===== src/rtl/fpgp_move_pkg.sv =====
package fpgp_move_pkg;
  localparam int DBL_W   = 64;
  localparam int SGL_W   = 32;
  localparam int DEXP_W  = 11;
  localparam int DFRAC_W = 52;
  localparam int SEXP_W  = 8;
  localparam int SFRAC_W = 23;
  localparam int CRF_W   = 4;
  localparam int OP_W    = 2;
  // double exponent bias minus single bias: single exp 1 maps to 897
  localparam int EXP_REBIAS = 896;
  localparam int DFRAC_PAD  = DFRAC_W - SFRAC_W;

  typedef enum logic [OP_W-1:0] {
    OP_F2G_DBL = 2'b00,
    OP_F2G_SGL = 2'b01,
    OP_G2F_DBL = 2'b10,
    OP_G2F_SGL = 2'b11
  } mv_op_e;
endpackage


===== src/rtl/fpgp_narrow.sv =====
module fpgp_narrow
  import fpgp_move_pkg::*;
(
  input  logic [DBL_W-1:0] dbl_i,
  output logic [SGL_W-1:0] sgl_o
);
  localparam int SHW = 6;

  logic [DEXP_W-1:0]  exp_d;
  logic [DEXP_W:0]    sh_full;
  logic [SHW-1:0]     sh;
  logic [DFRAC_W:0]   sig;
  logic [DFRAC_W:0]   sig_sh;
  logic               bitsel_path;

  assign exp_d       = dbl_i[DBL_W-2 -: DEXP_W];
  assign bitsel_path = (exp_d == '0) || (exp_d > DEXP_W'(EXP_REBIAS));
  assign sh_full     = (DEXP_W+1)'(EXP_REBIAS + 1) - {1'b0, exp_d};
  assign sh          = (sh_full > (DEXP_W+1)'((1 << SHW) - 1)) ? SHW'((1 << SHW) - 1)
                                                               : sh_full[SHW-1:0];
  assign sig         = {1'b1, dbl_i[DFRAC_W-1:0]};
  assign sig_sh      = sig >> sh;

  always_comb begin
    if (bitsel_path) begin
      // sign, top exponent bit, low seven exponent bits, top fraction bits
      sgl_o = {dbl_i[DBL_W-1], dbl_i[DBL_W-2], dbl_i[DFRAC_W+SEXP_W-2 -: SEXP_W-1],
               dbl_i[DFRAC_W-1 -: SFRAC_W]};
    end else begin
      sgl_o = {dbl_i[DBL_W-1], {SEXP_W{1'b0}}, sig_sh[DFRAC_W-1 -: SFRAC_W]};
    end
  end
endmodule


===== src/rtl/fpgp_widen.sv =====
module fpgp_widen
  import fpgp_move_pkg::*;
(
  input  logic [SGL_W-1:0] sgl_i,
  output logic [DBL_W-1:0] dbl_o
);
  logic [SEXP_W-1:0]  exp_s;
  logic [SFRAC_W-1:0] frac_s;
  logic [4:0]         lead;
  logic [DFRAC_W-1:0] frac_pad;
  logic [DFRAC_W-1:0] norm_frac;
  logic [DEXP_W-1:0]  norm_exp;
  logic               hi_e;

  assign exp_s    = sgl_i[SGL_W-2 -: SEXP_W];
  assign frac_s   = sgl_i[SFRAC_W-1:0];
  assign hi_e     = sgl_i[SGL_W-2];
  assign frac_pad = {frac_s, {DFRAC_PAD{1'b0}}};

  // position of the highest set fraction bit
  always_comb begin
    lead = '0;
    for (int i = 0; i < SFRAC_W; i++) begin
      if (frac_s[i]) lead = 5'(i);
    end
  end

  assign norm_frac = frac_pad << (5'(SFRAC_W) - lead);
  assign norm_exp  = DEXP_W'(EXP_REBIAS - SFRAC_W + 1) + DEXP_W'(lead);

  always_comb begin
    if (exp_s != '0 && exp_s != '1) begin
      dbl_o = {sgl_i[SGL_W-1], hi_e, {3{~hi_e}}, sgl_i[SGL_W-3:0], {DFRAC_PAD{1'b0}}};
    end else if (exp_s == '0 && frac_s != '0) begin
      dbl_o = {sgl_i[SGL_W-1], norm_exp, norm_frac};
    end else begin
      dbl_o = {sgl_i[SGL_W-1], hi_e, {3{hi_e}}, sgl_i[SGL_W-3:0], {DFRAC_PAD{1'b0}}};
    end
  end
endmodule


===== src/rtl/fpgp_crgen.sv =====
module fpgp_crgen
  import fpgp_move_pkg::*;
(
  input  logic [DBL_W-1:0] res_i,
  input  logic             to_fpr_i,
  input  logic             so_i,
  input  logic [CRF_W-1:0] fpsum_i,
  output logic [CRF_W-1:0] cr_o
);
  logic neg, zero;

  assign neg  = res_i[DBL_W-1];
  assign zero = (res_i == '0);

  always_comb begin
    if (to_fpr_i) cr_o = fpsum_i;
    else          cr_o = {neg, ~neg & ~zero, zero, so_i};
  end
endmodule


===== src/rtl/fpgp_move_unit.sv =====
module fpgp_move_unit
  import fpgp_move_pkg::*;
(
  input  logic             clk,
  input  logic             rst,
  input  logic             in_valid,
  input  logic [OP_W-1:0]  in_op,
  input  logic             in_rec,
  input  logic [DBL_W-1:0] in_src,
  input  logic             in_so,
  input  logic [CRF_W-1:0] in_fpsum,
  output logic             out_valid,
  output logic [DBL_W-1:0] out_data,
  output logic             out_to_fpr,
  output logic             out_cr_we,
  output logic             out_cr_sel,
  output logic [CRF_W-1:0] out_cr
);
  mv_op_e            op;
  logic [SGL_W-1:0]  narrowed;
  logic [DBL_W-1:0]  widened;
  logic [DBL_W-1:0]  res_c;
  logic [CRF_W-1:0]  cr_c;
  logic              to_fpr_c;

  assign op       = mv_op_e'(in_op);
  assign to_fpr_c = in_op[1];

  fpgp_narrow u_narrow (.dbl_i(in_src), .sgl_o(narrowed));
  fpgp_widen  u_widen  (.sgl_i(in_src[SGL_W-1:0]), .dbl_o(widened));

  always_comb begin
    unique case (op)
      OP_F2G_SGL: res_c = {{(DBL_W-SGL_W){1'b0}}, narrowed};
      OP_G2F_SGL: res_c = widened;
      default:    res_c = in_src;
    endcase
  end

  fpgp_crgen u_crgen (
    .res_i(res_c), .to_fpr_i(to_fpr_c), .so_i(in_so),
    .fpsum_i(in_fpsum), .cr_o(cr_c)
  );

  always_ff @(posedge clk) begin
    if (rst) begin
      out_valid  <= 1'b0;
      out_cr_we  <= 1'b0;
      out_data   <= '0;
      out_to_fpr <= 1'b0;
      out_cr_sel <= 1'b0;
      out_cr     <= '0;
    end else begin
      out_valid <= in_valid;
      out_cr_we <= in_valid & in_rec;
      if (in_valid) begin
        out_data   <= res_c;
        out_to_fpr <= to_fpr_c;
        out_cr_sel <= to_fpr_c;
        out_cr     <= cr_c;
      end
    end
  end
endmodule


===== config.mk =====
export PLATFORM = sky130hd
export DESIGN_NAME = fpgp_move_unit
export DESIGN_NICKNAME = d
export VERILOG_FILES = /design/src/rtl/fpgp_move_pkg.sv /design/src/rtl/fpgp_narrow.sv /design/src/rtl/fpgp_widen.sv /design/src/rtl/fpgp_crgen.sv /design/src/rtl/fpgp_move_unit.sv
export SDC_FILE = /design/constraint.sdc
export NUM_CORES = 1
export LEC_CHECK = 0
export BUFFER_PORTS_ARGS = -buffer_cell sky130_fd_sc_hd__buf_2
export CAP_MARGIN = 40
export CORE_AREA = 2 2 129 131
export CTS_CLUSTER_DIAMETER = 80
export DETAILED_ROUTE_END_ITERATION = 6
export DIE_AREA = 0 0 131 133
export HOLD_SLACK_MARGIN = 0.1
export PLACE_DENSITY = 0.84
export REMOVE_ABC_BUFFERS = 1
export SLEW_MARGIN = 5
export SYNTH_ARGS = -nofsm -noshare
export SYNTH_HDL_FRONTEND = slang
export SYNTH_SLANG_ARGS = --single-unit

===== constraint.sdc =====
create_clock -name clk -period 4.15 [get_ports clk]
set_input_delay 0.415 -clock clk [delete_from_list [all_inputs] [get_ports clk]]
set_output_delay 0.415 -clock clk [all_outputs]
set_load 0.1 [all_outputs]

# Word level (Yosys, flattened, before mapping)
# Index checks and enable logic that the tools add are counted.
classes:
  n_addsub: 3
  magnitude_cmp: 2
  eq_ne: 3
  n_shift: 2
  mux: 28
  bitwise_logic: 5
  reduce_logical: 8
ops:
  columns: ["operator", "count"]
  rows:
  - ["$pmux 64 s2", 1]
  - ["$mux 63", 2]
  - ["$logic_not 64->1", 1]
  - ["$shr 53x6->52", 1]
  - ["$shl 52x5->52", 1]
  - ["$mux 4", 9]
  - ["$mux 5", 7]
  - ["$mux 31", 1]
  - ["$reduce_bool 23->1", 1]
  - ["$gt 12x6->1 const B", 1]
  - ["$mux 3", 4]
  - ["$sub 10x11->12 const A", 1]
  - ["$add 10x5->11 const A", 1]
  - ["$gt 11x10->1 const B", 1]
  - ["$logic_not 11->1", 1]
  - ["$logic_not 8->1", 1]
  - ["$ne 8x8->1 const B", 1]
  - ["$reduce_bool 8->1", 1]
  - ["$mux 6", 1]
  - ["$sub 5x5->5 const A", 1]
  - ["$mux 2", 2]
  - ["$not 1->1", 3]
  - ["$and 1x1->1", 2]
  - ["$eq 2x1->1 const B", 1]
  - ["other kinds (4)", 5]
word_totals:
  regBits: 71
  input_bits: 75
  output_inout_bits: 72
  wordCells: 56

# Logic depth before layout (Yosys ltp)
# Gate-level depths: netlist (run 1).
depth:
  depth_word: 31
  mapped_depth: 19

# Hierarchy
# Synthesis (run 1) repeated with hierarchy kept, for this count alone.
unflattened:
  cells_unflattened: 1211
  area_unflattened_um2: 8903.5
by_module_without_submodules:
  columns: ["mod", "n_inst", "cells_each", "area_per_inst_um2"]
  rows:
  - ["fpgp_move_unit", 1, 491, 4389.2]
  - ["fpgp_widen", 1, 373, 2333.5]
  - ["fpgp_narrow", 1, 321, 1973.1]
  - ["fpgp_crgen", 1, 26, 207.7]

# Least setup slack after synthesis (run 1)
# OpenSTA, ideal clock, no wires.
synth_path:
  path_kind: "in2reg"
  start: "in in_src[17]"
  end: "reg out_cr[1]"
  setup_ps: 62
  arrival_time_ps: 4219
  required_time_ps: 4088
  path_slack_ps: -131
  cell_stages: 14
  n_path_buf: 3
  cell_sequence: "buf_6 or4_1 a2111o_1 buf_2 clkbuf_1 ha_1 nor4_1 o211ai_1 nor2_1 a2111oi_0 or4b_1 or4_1 or4_1 nand2_1"
synth_between:
  elab_chain_cells: 13
  elab_cells_between_ends: 18
  cone_classes: "add/sub: 2; shift: 2; mux: 11; reduce/logical: 3"
synth_rtl:
  columns: ["element", "line_no", "rtl"]
  rows:
  - ["from (decl)", "fpgp_move_unit.sv:9", "input logic [DBL_W-1:0] in_src,"]
  - ["$mux 5 (6 in a row)", "fpgp_widen.sv:24", "if (frac_s[i]) lead = 5'(i);"]
  - ["$sub 5x5->5", "fpgp_widen.sv:28", "assign norm_frac = frac_pad << (5'(SFRAC_W) - lead);"]
  - ["$shl 52x5->52", "fpgp_widen.sv:28", null]
  - ["$mux 63", "fpgp_widen.sv:34", "end else if (exp_s == '0 && frac_s != '0) begin"]
  - ["$mux 63", "fpgp_widen.sv:32", "if (exp_s != '0 && exp_s != '1) begin"]
  - ["$pmux 64 s2 *", "fpgp_move_unit.sv:33", "unique case (op)"]
  - ["$logic_not 64->1 *", "fpgp_crgen.sv:13", "assign zero = (res_i == '0);"]
  - ["$mux 4 *", "fpgp_crgen.sv:16", "if (to_fpr_i) cr_o = fpsum_i;"]
  - ["to (signal assigned)", "fpgp_move_unit.sv:60", "out_cr <= cr_c;"]
  - ["to (decl)", "fpgp_move_unit.sv:17", "output logic [CRF_W-1:0] out_cr"]
# Mark *: on every way between the ends. The rest lies on a longest branch, timed or not.
# A chain may end at the register's enable or synchronous reset.

# Worst setup path after layout (run 1)
layout_path:
  start: "in in_src[54]"
  end: "reg out_cr[1]"
layout_between:
  elab_chain_cells: 8
  elab_cells_between_ends: 11
  cone_classes: "add/sub: 1; order compare: 2; shift: 1; mux: 4; reduce/logical: 3"
layout_rtl:
  columns: ["element", "line_no", "rtl"]
  rows:
  - ["$sub 10x11->12", "fpgp_narrow.sv:18", "assign sh_full = (DEXP_W+1)'(EXP_REBIAS + 1) - {1'b0, exp_d};"]
  - ["$gt 12x6->1", "fpgp_narrow.sv:19", "assign sh = (sh_full > (DEXP_W+1)'((1 << SHW) - 1)) ? SHW'((1 << SHW) - 1)"]
  - ["$mux 6", "fpgp_narrow.sv:19", null]
  - ["$shr 53x6->52", "fpgp_narrow.sv:22", "assign sig_sh = sig >> sh;"]
  - ["$mux 31", "fpgp_narrow.sv:25", "if (bitsel_path) begin"]
  - ["$pmux 64 s2 *", "fpgp_move_unit.sv:33", null]
  - ["$logic_not 64->1 *", "fpgp_crgen.sv:13", null]
  - ["$mux 4 *", "fpgp_crgen.sv:16", null]
# Marked as above.

==> results.yml, run 1 <==
outcome:
  status: "finished with violations"
  violations: "design-rule violations, negative setup slack"
grt:
  overflow: 0
  grt_max_degree: 68
  track_usage_pct: 48.92
  antenna_found_initial: 0
  grt_pass1_wl_um: 64730
  grt_pass1_vias: 11140
drt:
  drt.antenna.violating_nets: 0
  wire_per_inst_um: 25.30
  firstDrtPassIters: 7
  dr.first_iter.drc_count: 2003
  via_per_inst: 7.005
  drcViolationCount: 3
  wl_um: 43740
  vias: 12110
pwr:
  leakagePower_uw: 0.004753
  power_uw: 3002
  pwr_density_cell_mw_per_mm2: 268.3
  ir_worst_vdd_mv: 0.2166
run:
  maxCapViolCount: 0
layout:
  syn_to_final_growth_pct: 37.37
  num_antenna_cells: 0
  drive_above_1_share_pct: 33.27
  seqCellArea_sq_mm: 0.001421
  nets: 1583
  num-fill-cells: 1403
  multiInputGateArea_sq_mm: 0.006163
synth:
  yosysTopAreaCellShare_pct: 17.45
  synth_cells: 1179
  netlist_area_sq_mm: 0.008145
  yosysSeqAreaShare_pct: 17.45
  synth.largest_area_cell: "dfxtp_1"
  avgSynthCellArea_sq_um: 6.909
  ys.warnings.count: 0
  synth_ff_type: "dfxtp_1"
  synth-edff-count: 0
  synth.area.top_cells: "dfxtp_1, nor2_1, a21oi_1, a211oi_1, nand2_1"
  yosysUniqueCellTypes: 101
  ys_ff_latch: 71
  async_reset_ff_share_pct: 0
min_path:
  worstHoldStart: "in_rec"
  worstHoldPathCells: 2
  whs_endpoint: "out_cr_we$_SDFF_PP0_"
  hold_class: "primary input to flip-flop"
setup_path:
  r2r_end: "out_data[62]$_SDFFE_PP0P_"
  crit_cells: 15
  path_class: "primary input to flip-flop"
  slowest_stage: "o31ai_1"
  cp_max_fo: 9
  required_ns: 4.44
  r2r_slack_ns: 3.36
  critPathLaunch: "in_src[54]"
  rr_startpoint: "out_data[62]$_SDFFE_PP0P_"
  arrival_ns: 4.44
  end_kind: "flip-flop"
  cp_cell_sequence: "buf_2 -> buf_4 -> or3_1 -> o31ai_1 -> nand2_1 -> buf_4 -> a21oi_1 -> nand2_1 -> a2111oi_0 -> buf_4 -> nor2_1 -> and4bb_2 -> nand4_1 -> or4_1 -> nand2_1"
  critPathTopFamily: "simple AND/OR/NAND/NOR gates"
  worstRegToRegCells: 2
  crit_buf_inv: 4
  slowest_delay_ns: 0.65
  crit_path_start_kind: "primary input"
floorplanning:
  dieWidth_um: 131
  core_sq_mm: 0.01617
  die_h_um: 133
  dieArea_sq_mm: 0.01742
  ios: 147
  start_util_pct: 50.37
  rows: 47
timing:
  slew_viol_final: 0
  period_share_pct: 100.0
  setup_tns_ns: -0.001304
  fin_ws_ns: -0.001304
  fmax_ghz: 0.2409
  setup-violations-final: 1
  tightest_slew_ns: 0.8030
  finalCriticalPeriod_ns: 4.151
  finalClockSkew_ns: 0
  relSlewSlack_pct: 46.46
  hold_viol_final: 0
placed_design:
  routabilityCongestion: 1.153
  port_buffers: 146
  dp_hpwl_um: 34200
  pre_cts_ws_ns: -0.1577
clock_network:
  cts_tree: "yes"
  cts_hold_buf: 0
  cts_max_path_buffers: 2
  worstSkewPairLatency_ns: 0.35
  cts.reportedPaths.clkPinSlew_ns: 0.07
  h-tree-depth: 3
  cts_sinks: 71
  numCtsBuffers: 9
  cts_root_buf: "clkbuf_16"
-- worst max-delay path by stage --
stage	to	slack, ns
global placement	out_cr[1]$_SDFFE_PP0P_	-0.13
global route	out_cr[1]$_SDFFE_PP0P_	-0.03
floorplan	out_cr[1]$_SDFFE_PP0P_	-0.18
CTS	out_cr[1]$_SDFFE_PP0P_	0.18
detailed placement	out_cr[1]$_SDFFE_PP0P_	-0.16
finish	out_cr[1]$_SDFFE_PP0P_	-0.001
-- stage by stage --
stage                     hold slack (ns)  instance area (sq um)  instances  util (%)
final                              0.2940                  11190       1729     69.19
after global routing               0.3083                  11190       1729     69.19
after CTS                          0.2944                  11120       1727     68.79
after detailed placement           0.4552                  10810       1711     66.86
after global placement             0.4525                  10810       1711     66.86
after floorplan                    0.4841                   7630       1062         -
-- where the power goes --
group | switching, uW | internal (uW)
clock network | 360 | 480
logic | 982 | 431
registers | 23.0 | 726
-- sequential cells by signal (all words and copies together), names as in the netlist --
name and flops:
out_cr 4, out_cr_sel 1, out_cr_we 1, out_data 64, out_valid 1
-- kinds of logic after synthesis --
kind of cell	after synthesis	share of synthesized area, %
AOI/OAI and AO/OA	475	42.29
and+or+nand+nor	447	27.17
buffers and inverters	143	7.527
DFF	71	17.45
muxes	34	4.409
xor gates and xnor gates	5	0.5376
adders and majority gates	4	0.6145
-- final cells by class --
| cell class | count | area share (%) |
|---|---|---|
| timing repair buffer | 431 | 26.10 |
| inverter | 26 | 0.8722 |
| multi-input combinational | 965 | 55.08 |
| clock buffer | 9 | 2.013 |
| sequential | 71 | 12.70 |
| tap | 220 | 2.460 |
| clock inverter | 7 | 0.7716 |
-- cell usage in the layout, fill, tap and decap left out, types with 8 or more instances in the layout --
cell type	n
inv_1	24
nor4_1	15
o21a_1	11
a22oi_1	18
o21ai_0	59
a311oi_1	9
or3_1	10
o31ai_1	19
and3_1	12
a21oi_1	96
buf_2	146
nand2_1	99
a22o_1	9
mux2i_1	28
nor3_1	65
nand3_1	24
nor2b_1	13
o22ai_1	19
a221oi_1	15
clkbuf_16	9
dfxtp_1	71
a2111oi_0	11
nand4_1	8
a31oi_1	10
nand2b_1	11
o2111ai_1	10
o211ai_1	23
o221ai_1	13
nor2_1	137
a211oi_1	54
buf_4	281
or4_1	11
-- cells in the mapped netlist, drive strengths merged (5+ instances only) --
library cell / n
mux2: 5
a311oi: 9
o211ai: 26
nand2b: 11
nor4: 18
a221o: 6
or4: 13
nor3: 66
a211o: 6
o21a: 11
o31ai: 19
a31oi: 10
nand4: 8
a22o: 9
a221oi: 16
o221ai: 13
a211oi: 59
dfxtp: 71
o21ai: 66
and3: 12
a22oi: 19
a2bb2oi: 6
nor2: 139
inv: 25
nor2b: 13
o22ai: 19
nand3: 24
mux2i: 28
a21oi: 99
buf: 43
or3: 11
a21o: 6
a2111oi: 14
or4b: 5
nand2: 99
a21boi: 5
o21bai: 5
o311ai: 7
or2: 7
o2111ai: 10
clkbuf: 74
-- per-layer routing --
metal / global-route usage (%) / up-vias / share of wire [%]
li1: - / 5228 / -
met1: 64.57 / 5518 / 37
met2: 68.36 / 1108 / 40
met3: 18.84 / 257 / 16
met4: 25.35 / 0 / 7.0
met5: 0 / - / 0
-- repair_timing --
item                       4_1_cts  5_1_grt
gates resized for setup          0       11
setup endpoints to repair        0        1
setup buffers                    0        1
No activity file was read; power rests on OpenSTA's default activity.
==> inputs of run 2 (changes only) <==
--- a/config.mk
+++ b/config.mk
@@ -7,14 +7,17 @@
 export LEC_CHECK = 0
 export BUFFER_PORTS_ARGS = -buffer_cell sky130_fd_sc_hd__buf_2
 export CAP_MARGIN = 40
-export CORE_AREA = 2 2 129 131
+export CELL_PAD_IN_SITES_DETAIL_PLACEMENT = 0
+export CELL_PAD_IN_SITES_GLOBAL_PLACEMENT = 1
+export CORE_AREA = 2 2 157 159
 export CTS_CLUSTER_DIAMETER = 80
 export DETAILED_ROUTE_END_ITERATION = 6
-export DIE_AREA = 0 0 131 133
+export DIE_AREA = 0 0 159 161
 export HOLD_SLACK_MARGIN = 0.1
 export PLACE_DENSITY = 0.84
 export REMOVE_ABC_BUFFERS = 1
 export SLEW_MARGIN = 5
 export SYNTH_ARGS = -nofsm -noshare
 export SYNTH_HDL_FRONTEND = slang
+export SYNTH_HIERARCHICAL = 1
 export SYNTH_SLANG_ARGS = --single-unit
==> results.yml, run 2 <==
timing:
  finalClockSkew_ns: 0
  setup-violations-final: 0
  relSlewSlack_pct: 44.53
  fmax_ghz: 0.2468
  setup_tns_ns: 0
  rsz0062_at_grt: "true"
  period_share_pct: 97.63
  slew_viol_final: 0
  tightest_slew_ns: 0.8320
  hold_viol_final: 0
  finalCriticalPeriod_ns: 4.052
outcome:
  status: "finished clean"
grt:
  grt_pass1_vias: 10570
  grt_max_degree: 76
  overflow: 0
  track_usage_pct: 30.54
  antenna_found_initial: 0
  grt_pass1_wl_um: 61670
drt:
  wl_um: 41120
  dr.first_iter.drc_count: 1225
  wire_per_inst_um: 22.16
  drt.antenna.violating_nets: 0
  firstDrtPassIters: 6
  vias: 11240
  drcViolationCount: 0
  via_per_inst: 6.061
synth:
  synth_most_common_cell: "nand2_1"
  muxShareOfSynthArea_pct: 6.605
  synth_compound_area_share_pct: 31.00
  yosysTopAreaCellShare_pct: 15.96
  yosysSeqAreaShare_pct: 15.96
  async_reset_ff_share_pct: 0
  yosysUniqueCellTypes: 97
  synth_top_family_by_area: "simple AND/OR/NAND/NOR gates"
  synth.area.top_cells: "dfxtp_1, mux2i_1, nand2b_1, nand2_1, nor2_1"
  netlist_area_sq_mm: 0.008904
  netlist_top_cells_count: "nand2_1, nor2_1, a21oi_1"
  ys.warnings.count: 6
  synth-simple-area-share_pct: 33.91
  synth.largest_area_cell: "dfxtp_1"
  synth_xor_area_share_pct: 0.5902
  avgSynthCellArea_sq_um: 7.352
  synth-edff-count: 0
  synth_cells: 1211
  synth_fa_ha_area_share_pct: 0.5621
  synth_ff_type: "dfxtp_1"
  ys_ff_latch: 71
layout:
  layout_commonest_cell: "buf_4"
  drive_above_1_share_pct: 35.27
  regMostFlops: "out_data"
  largest_reg_flops: 64
  nets: 1605
  final_util_pct: 49.86
  num_antenna_cells: 0
  syn_to_final_growth_pct: 34.21
  reg_top3: "out_data: 64 flops, out_cr: 4 flops"
  fin_cells: 1855
  mostFrequentLayoutCells: "buf_4, buf_2, nand2_1, nor2_1, a21oi_1"
setup_path:
  r2r_slack_ns: 3.28
  worstRegToRegCells: 2
  arrival_ns: 4.25
  cp_max_fo: 15
  crit_path_start_kind: "primary input"
  r2r_end: "out_data[45]$_SDFFE_PP0P_"
  slowest_stage: "nor4_4"
  end_kind: "flip-flop"
  critPathLaunch: "in_src[57]"
  path_class: "primary input to flip-flop"
  crit_buf_inv: 5
  cp_cell_sequence: "buf_2 -> nor4_1 -> buf_4 -> a21oi_1 -> a211oi_2 -> buf_12 -> o32ai_1 -> a211oi_2 -> buf_4 -> o21a_1 -> buf_4 -> o211ai_1 -> a21o_1 -> mux2i_1 -> a21oi_1 -> nor4_2 -> nand4_1 -> nor4_4 -> o31ai_2 -> mux2i_1 -> nor2_1"
  slowest_delay_ns: 0.40
  critPathTopFamily: "compound AO/OA/AOI/OAI gates"
  required_ns: 4.35
  cpMostUsedCell: "buf_4"
  rr_startpoint: "out_data[45]$_SDFFE_PP0P_"
placed_design:
  port_buffers: 146
  routabilityCongestion: 1.023
  placed_cells: 1831
  dp_hpwl_um: 31850
clock_network:
  cts.reportedPaths.clkPinSlew_ns: 0.07
  numCtsBuffers: 9
  cts_max_path_buffers: 2
  cts_tree: "yes"
  worstSkewPairLatency_ns: 0.34
  h-tree-depth: 3
  cts_root_buf: "clkbuf_16"
  cts_sinks: 71
floorplanning:
  start_util_pct: 37.16
  die_h_um: 161
  core_sq_mm: 0.02396
  dieArea_sq_mm: 0.02560
  ios: 147
  rows: 57
  dieWidth_um: 159
min_path:
  worstHoldStart: "in_rec"
  worstHoldPathCells: 2
  whs_endpoint: "out_cr_we$_SDFF_PP0_"
  hold_class: "primary input to flip-flop"
pwr:
  power_uw: 3077
  leakagePower_uw: 0.005116
  ir_worst_vdd_mv: 0.2036
  pwr_density_cell_mw_per_mm2: 257.5
run:
  maxCapViolCount: 0
-- run 2: worst register-to-register path: stages, from the launching register on --
cell and delay (ns):
dfxtp_1 0.42, nor2_1 0.06, a311oi_1 0.29
-- run 2: final cells by class --
| class | count | area [sq um] |
|---|---|---|
| Fill cell | 2488 | 12010 |
| Multi-Input combinational cell | 997 | 6804 |
| Timing Repair Buffer | 423 | 2900 |
| Sequential cell | 71 | 1421 |
| Tap cell | 324 | 405.4 |
| Clock buffer | 9 | 225.2 |
| Clock inverter | 7 | 102.6 |
| Inverter | 24 | 90.09 |
-- run 2: repair_timing --
action                                  4_1_cts  5_1_grt
setup buffers                                 0        8
gates resized for setup                       2       41
hold buffers                                  0        0
pin swaps                                     0       19
hold endpoints to repair                      0        0
endpoints found under the setup margin        1        2
-- run 2: cells by family after synthesis --
| kind of cell | after synthesis |
|---|---|
| xor gates and xnor gates | 6 |
| and+or+nand+nor | 521 |
| adders and majority gates | 4 |
| DFF | 71 |
| muxes | 58 |
| AOI/OAI and AO/OA | 379 |
| other | 1 |
| buffers and inverters | 171 |
-- run 2: worst max path at each step --
stage                        endpoint  cells after the start
6_report       out_cr[2]$_SDFFE_PP0P_                     21
5_1_grt        out_cr[2]$_SDFFE_PP0P_                     20
4_1_cts        out_cr[2]$_SDFFE_PP0P_                     19
3_5_place_dp   out_cr[2]$_SDFFE_PP0P_                     19
3_3_place_gp   out_cr[2]$_SDFFE_PP0P_                     16
2_1_floorplan  out_cr[1]$_SDFFE_PP0P_                     17
-- run 2: power breakdown --
part	switching, uW	internal (uW)	leakage [uW]
registers	33.6	729	0.000587
clock network	351	536	0.000162
logic	968	459	0.00437
-- run 2: metal layers --
metal	vias up	wire [um]	track usage, %
li1	5186	-	-
met1	5363	16840	38.72
met2	586	19540	51.72
met3	109	2967	4.212
met4	0	1768	13.84
met5	-	0	0
-- run 2: through the flow --
step | setup WS (ns) | hold slack (ns) | area [sq um]
4_1_cts | 0.001475 | 0.2732 | 11680
3_5_place_dp | -0.3536 | 0.4790 | 11330
6_report | 0.09836 | 0.2775 | 11950
3_3_place_gp | -0.3427 | 0.4690 | 11330
5_1_grt | -0.1130 | 0.2858 | 11950
2_1_floorplan | -0.6408 | 0.4829 | 8090
==> inputs of run 3 (changes only) <==
--- a/config.mk
+++ b/config.mk
@@ -9,13 +9,13 @@
 export CAP_MARGIN = 40
 export CELL_PAD_IN_SITES_DETAIL_PLACEMENT = 0
 export CELL_PAD_IN_SITES_GLOBAL_PLACEMENT = 1
-export CORE_AREA = 2 2 157 159
+export CORE_AREA = 2 2 143 173
 export CTS_CLUSTER_DIAMETER = 80
 export DETAILED_ROUTE_END_ITERATION = 6
-export DIE_AREA = 0 0 159 161
+export DIE_AREA = 0 0 145 175
 export HOLD_SLACK_MARGIN = 0.1
 export PLACE_DENSITY = 0.84
-export REMOVE_ABC_BUFFERS = 1
+export RECOVER_POWER = 25
 export SLEW_MARGIN = 5
 export SYNTH_ARGS = -nofsm -noshare
 export SYNTH_HDL_FRONTEND = slang
==> results.yml, run 3 (same netlist as run 2, synthesis figures left out) <==
clock_network:
  cts.reportedPaths.clkPinSlew_ns: 0.07
  cts_sinks: 71
  cts_max_path_buffers: 2
  numCtsBuffers: 9
  cts_hold_buf: 0
  h-tree-depth: 3
  cts_tree: "yes"
  cts_root_buf: "clkbuf_16"
  worstSkewPairLatency_ns: 0.34
floorplanning:
  core_sq_mm: 0.02366
  dieArea_sq_mm: 0.02538
  ios: 147
  die_h_um: 175
  start_util_pct: 37.63
  rows: 62
  dieWidth_um: 145
drt:
  firstDrtPassIters: 5
  wire_per_inst_um: 23.87
  via_per_inst: 6.070
  dr.first_iter.drc_count: 1085
  vias: 11730
  drcViolationCount: 0
  highest_layer: "met4"
  wl_met2_um: 22510
  wl_met1_um: 17380
  drt.antenna.violating_nets: 0
  met3_length_um: 3368
  wl_um: 46150
setup_path:
  end_kind: "flip-flop"
  worstRegToRegCells: 2
  r2r_slack_ns: 3.27
  critPathTopFamily: "simple AND/OR/NAND/NOR gates"
  r2r_end: "out_data[35]$_SDFFE_PP0P_"
  crit_buf_inv: 3
  cp_cell_sequence: "buf_2 -> buf_4 -> nor3_2 -> and3_1 -> or2_2 -> buf_4 -> nand4b_1 -> o21ai_1 -> nor4_1 -> a221o_1 -> a221o_1 -> mux2i_1 -> a21oi_1 -> nor4_2 -> nand4_1 -> nor4_4 -> o31ai_1 -> mux2i_1 -> nor2_1"
  arrival_ns: 4.35
  path_class: "primary input to flip-flop"
  rr_startpoint: "out_data[35]$_SDFFE_PP0P_"
  slowest_delay_ns: 0.37
  slowest_stage: "nor4_2"
  required_ns: 4.35
  cp_max_fo: 7
  crit_path_start_kind: "primary input"
  critPathLaunch: "in_src[57]"
layout:
  reg_top3: "out_data: 64 flops, out_cr: 4 flops"
  num-fill-cells: 2319
  syn_to_final_growth_pct: 41.75
  nets: 1687
  design_area_sq_mm: 0.01262
  num_antenna_cells: 0
  mostFrequentLayoutCells: "buf_4, nand2_1, nor2_1, buf_2, a21oi_1"
  layout_commonest_cell: "buf_4"
  regMostFlops: "out_data"
  largest_reg_flops: 64
  drive_above_1_share_pct: 37.69
placed_design:
  port_buffers: 146
  postPlaceCellArea_sq_mm: 0.01187
  pre_cts_ws_ns: -0.6453
  dp_hpwl_um: 35900
  routabilityCongestion: 1.012
grt:
  grt_pass1_vias: 11250
  grt_pass1_wl_um: 68170
  track_usage_pct: 34.76
  overflow: 0
  grt_max_degree: 86
  antenna_found_initial: 0
timing:
  slew_viol_final: 0
  tightest_slew_ns: 1.186
  fmax_ghz: 0.2415
  period_share_pct: 99.80
  hold_slack_ns: 0.2673
  relSlewSlack_pct: 21.25
  finalClockSkew_ns: 0
  setup-violations-final: 0
  finalCriticalPeriod_ns: 4.142
  rsz0062_at_grt: "true"
  fin_ws_ns: 0.008493
  hold_viol_final: 0
pwr:
  pwr-share-clk_pct: 25.2
  leakagePower_uw: 0.005347
  power.share.sequential_pct: 25.1
  power_frac_comb_pct: 49.7
  intPower_uw: 1654
  pwr_density_cell_mw_per_mm2: 243.4
  switchingPower_uw: 1418
  p_sw_share_pct: 46.16
  ir_worst_vdd_mv: 0.1671
min_path:
  worstHoldPathCells: 2
  hold_class: "primary input to flip-flop"
  worstHoldStart: "in_rec"
  whs_endpoint: "out_cr_we$_SDFF_PP0_"
outcome:
  status: "finished clean"
run:
  maxCapViolCount: 0
-- run 3: cell type report --
class	count	area (sq um)	area share (%)
inverter	24	90.09	0.7138
multi-input combinational	998	6957	55.12
clock inverter	7	62.56	0.4957
sequential	71	1421	11.26
clock buffer	9	225.2	1.784
timing repair buffer	504	3465	27.45
tap	320	400.4	3.172
-- run 3: power groups by stage --
stage	clock (uW)	sequential, uW	combinational, uW
after floorplan	0	1110	576
after global placement	0	782	1440
after detailed placement	0	783	1440
after CTS	783	768	1460
after global routing	807	773	1590
final	774	770	1530
-- run 3: layer usage --
| metal | global-route usage [%] | up-vias |
|---|---|---|
| met5 | 0 | - |
| met4 | 19.97 | 0 |
| met1 | 41.14 | 5575 |
| li1 | - | 5351 |
| met2 | 61.05 | 649 |
| met3 | 3.760 | 159 |
-- run 3: worst max-delay path by stage --
stage / to / slack, ns / cells after the start
2_1_floorplan: out_cr[1]$_SDFFE_PP0P_ / 0.05 / 23
3_3_place_gp: out_cr[2]$_SDFFE_PP0P_ / -0.71 / 18
3_5_place_dp: out_cr[2]$_SDFFE_PP0P_ / -0.65 / 18
4_1_cts: out_cr[2]$_SDFFE_PP0P_ / -0.01 / 20
5_1_grt: out_cr[2]$_SDFFE_PP0P_ / -0.10 / 19
6_report: out_cr[2]$_SDFFE_PP0P_ / 0.008 / 19
-- run 3: repair_timing --
item                                    CTS  global route
endpoints found under the hold margin     0             0
setup buffers                             4            13
cloned                                    0             1
pin swaps                                 8            17
gates resized for setup                  19            54
endpoints found under the setup margin    2             2
-- run 3: stage by stage --
step                total power [uW]  cells  util, %  setup TNS (ns)
finish                          3071   1933    53.34               0
global route                    3173   1933    53.34         -0.1978
CTS                             3013   1919    51.99        -0.01107
detailed placement              2225   1899    50.16          -1.253
global placement                2221   1899    50.16          -1.369
floorplan                       1684   1239        -               0
-- run 3: worst reg2reg max path: stages (launching register included) --
cell and delay (ns):
dfxtp_1 0.39, nor2_1 0.06, a311oi_1 0.32
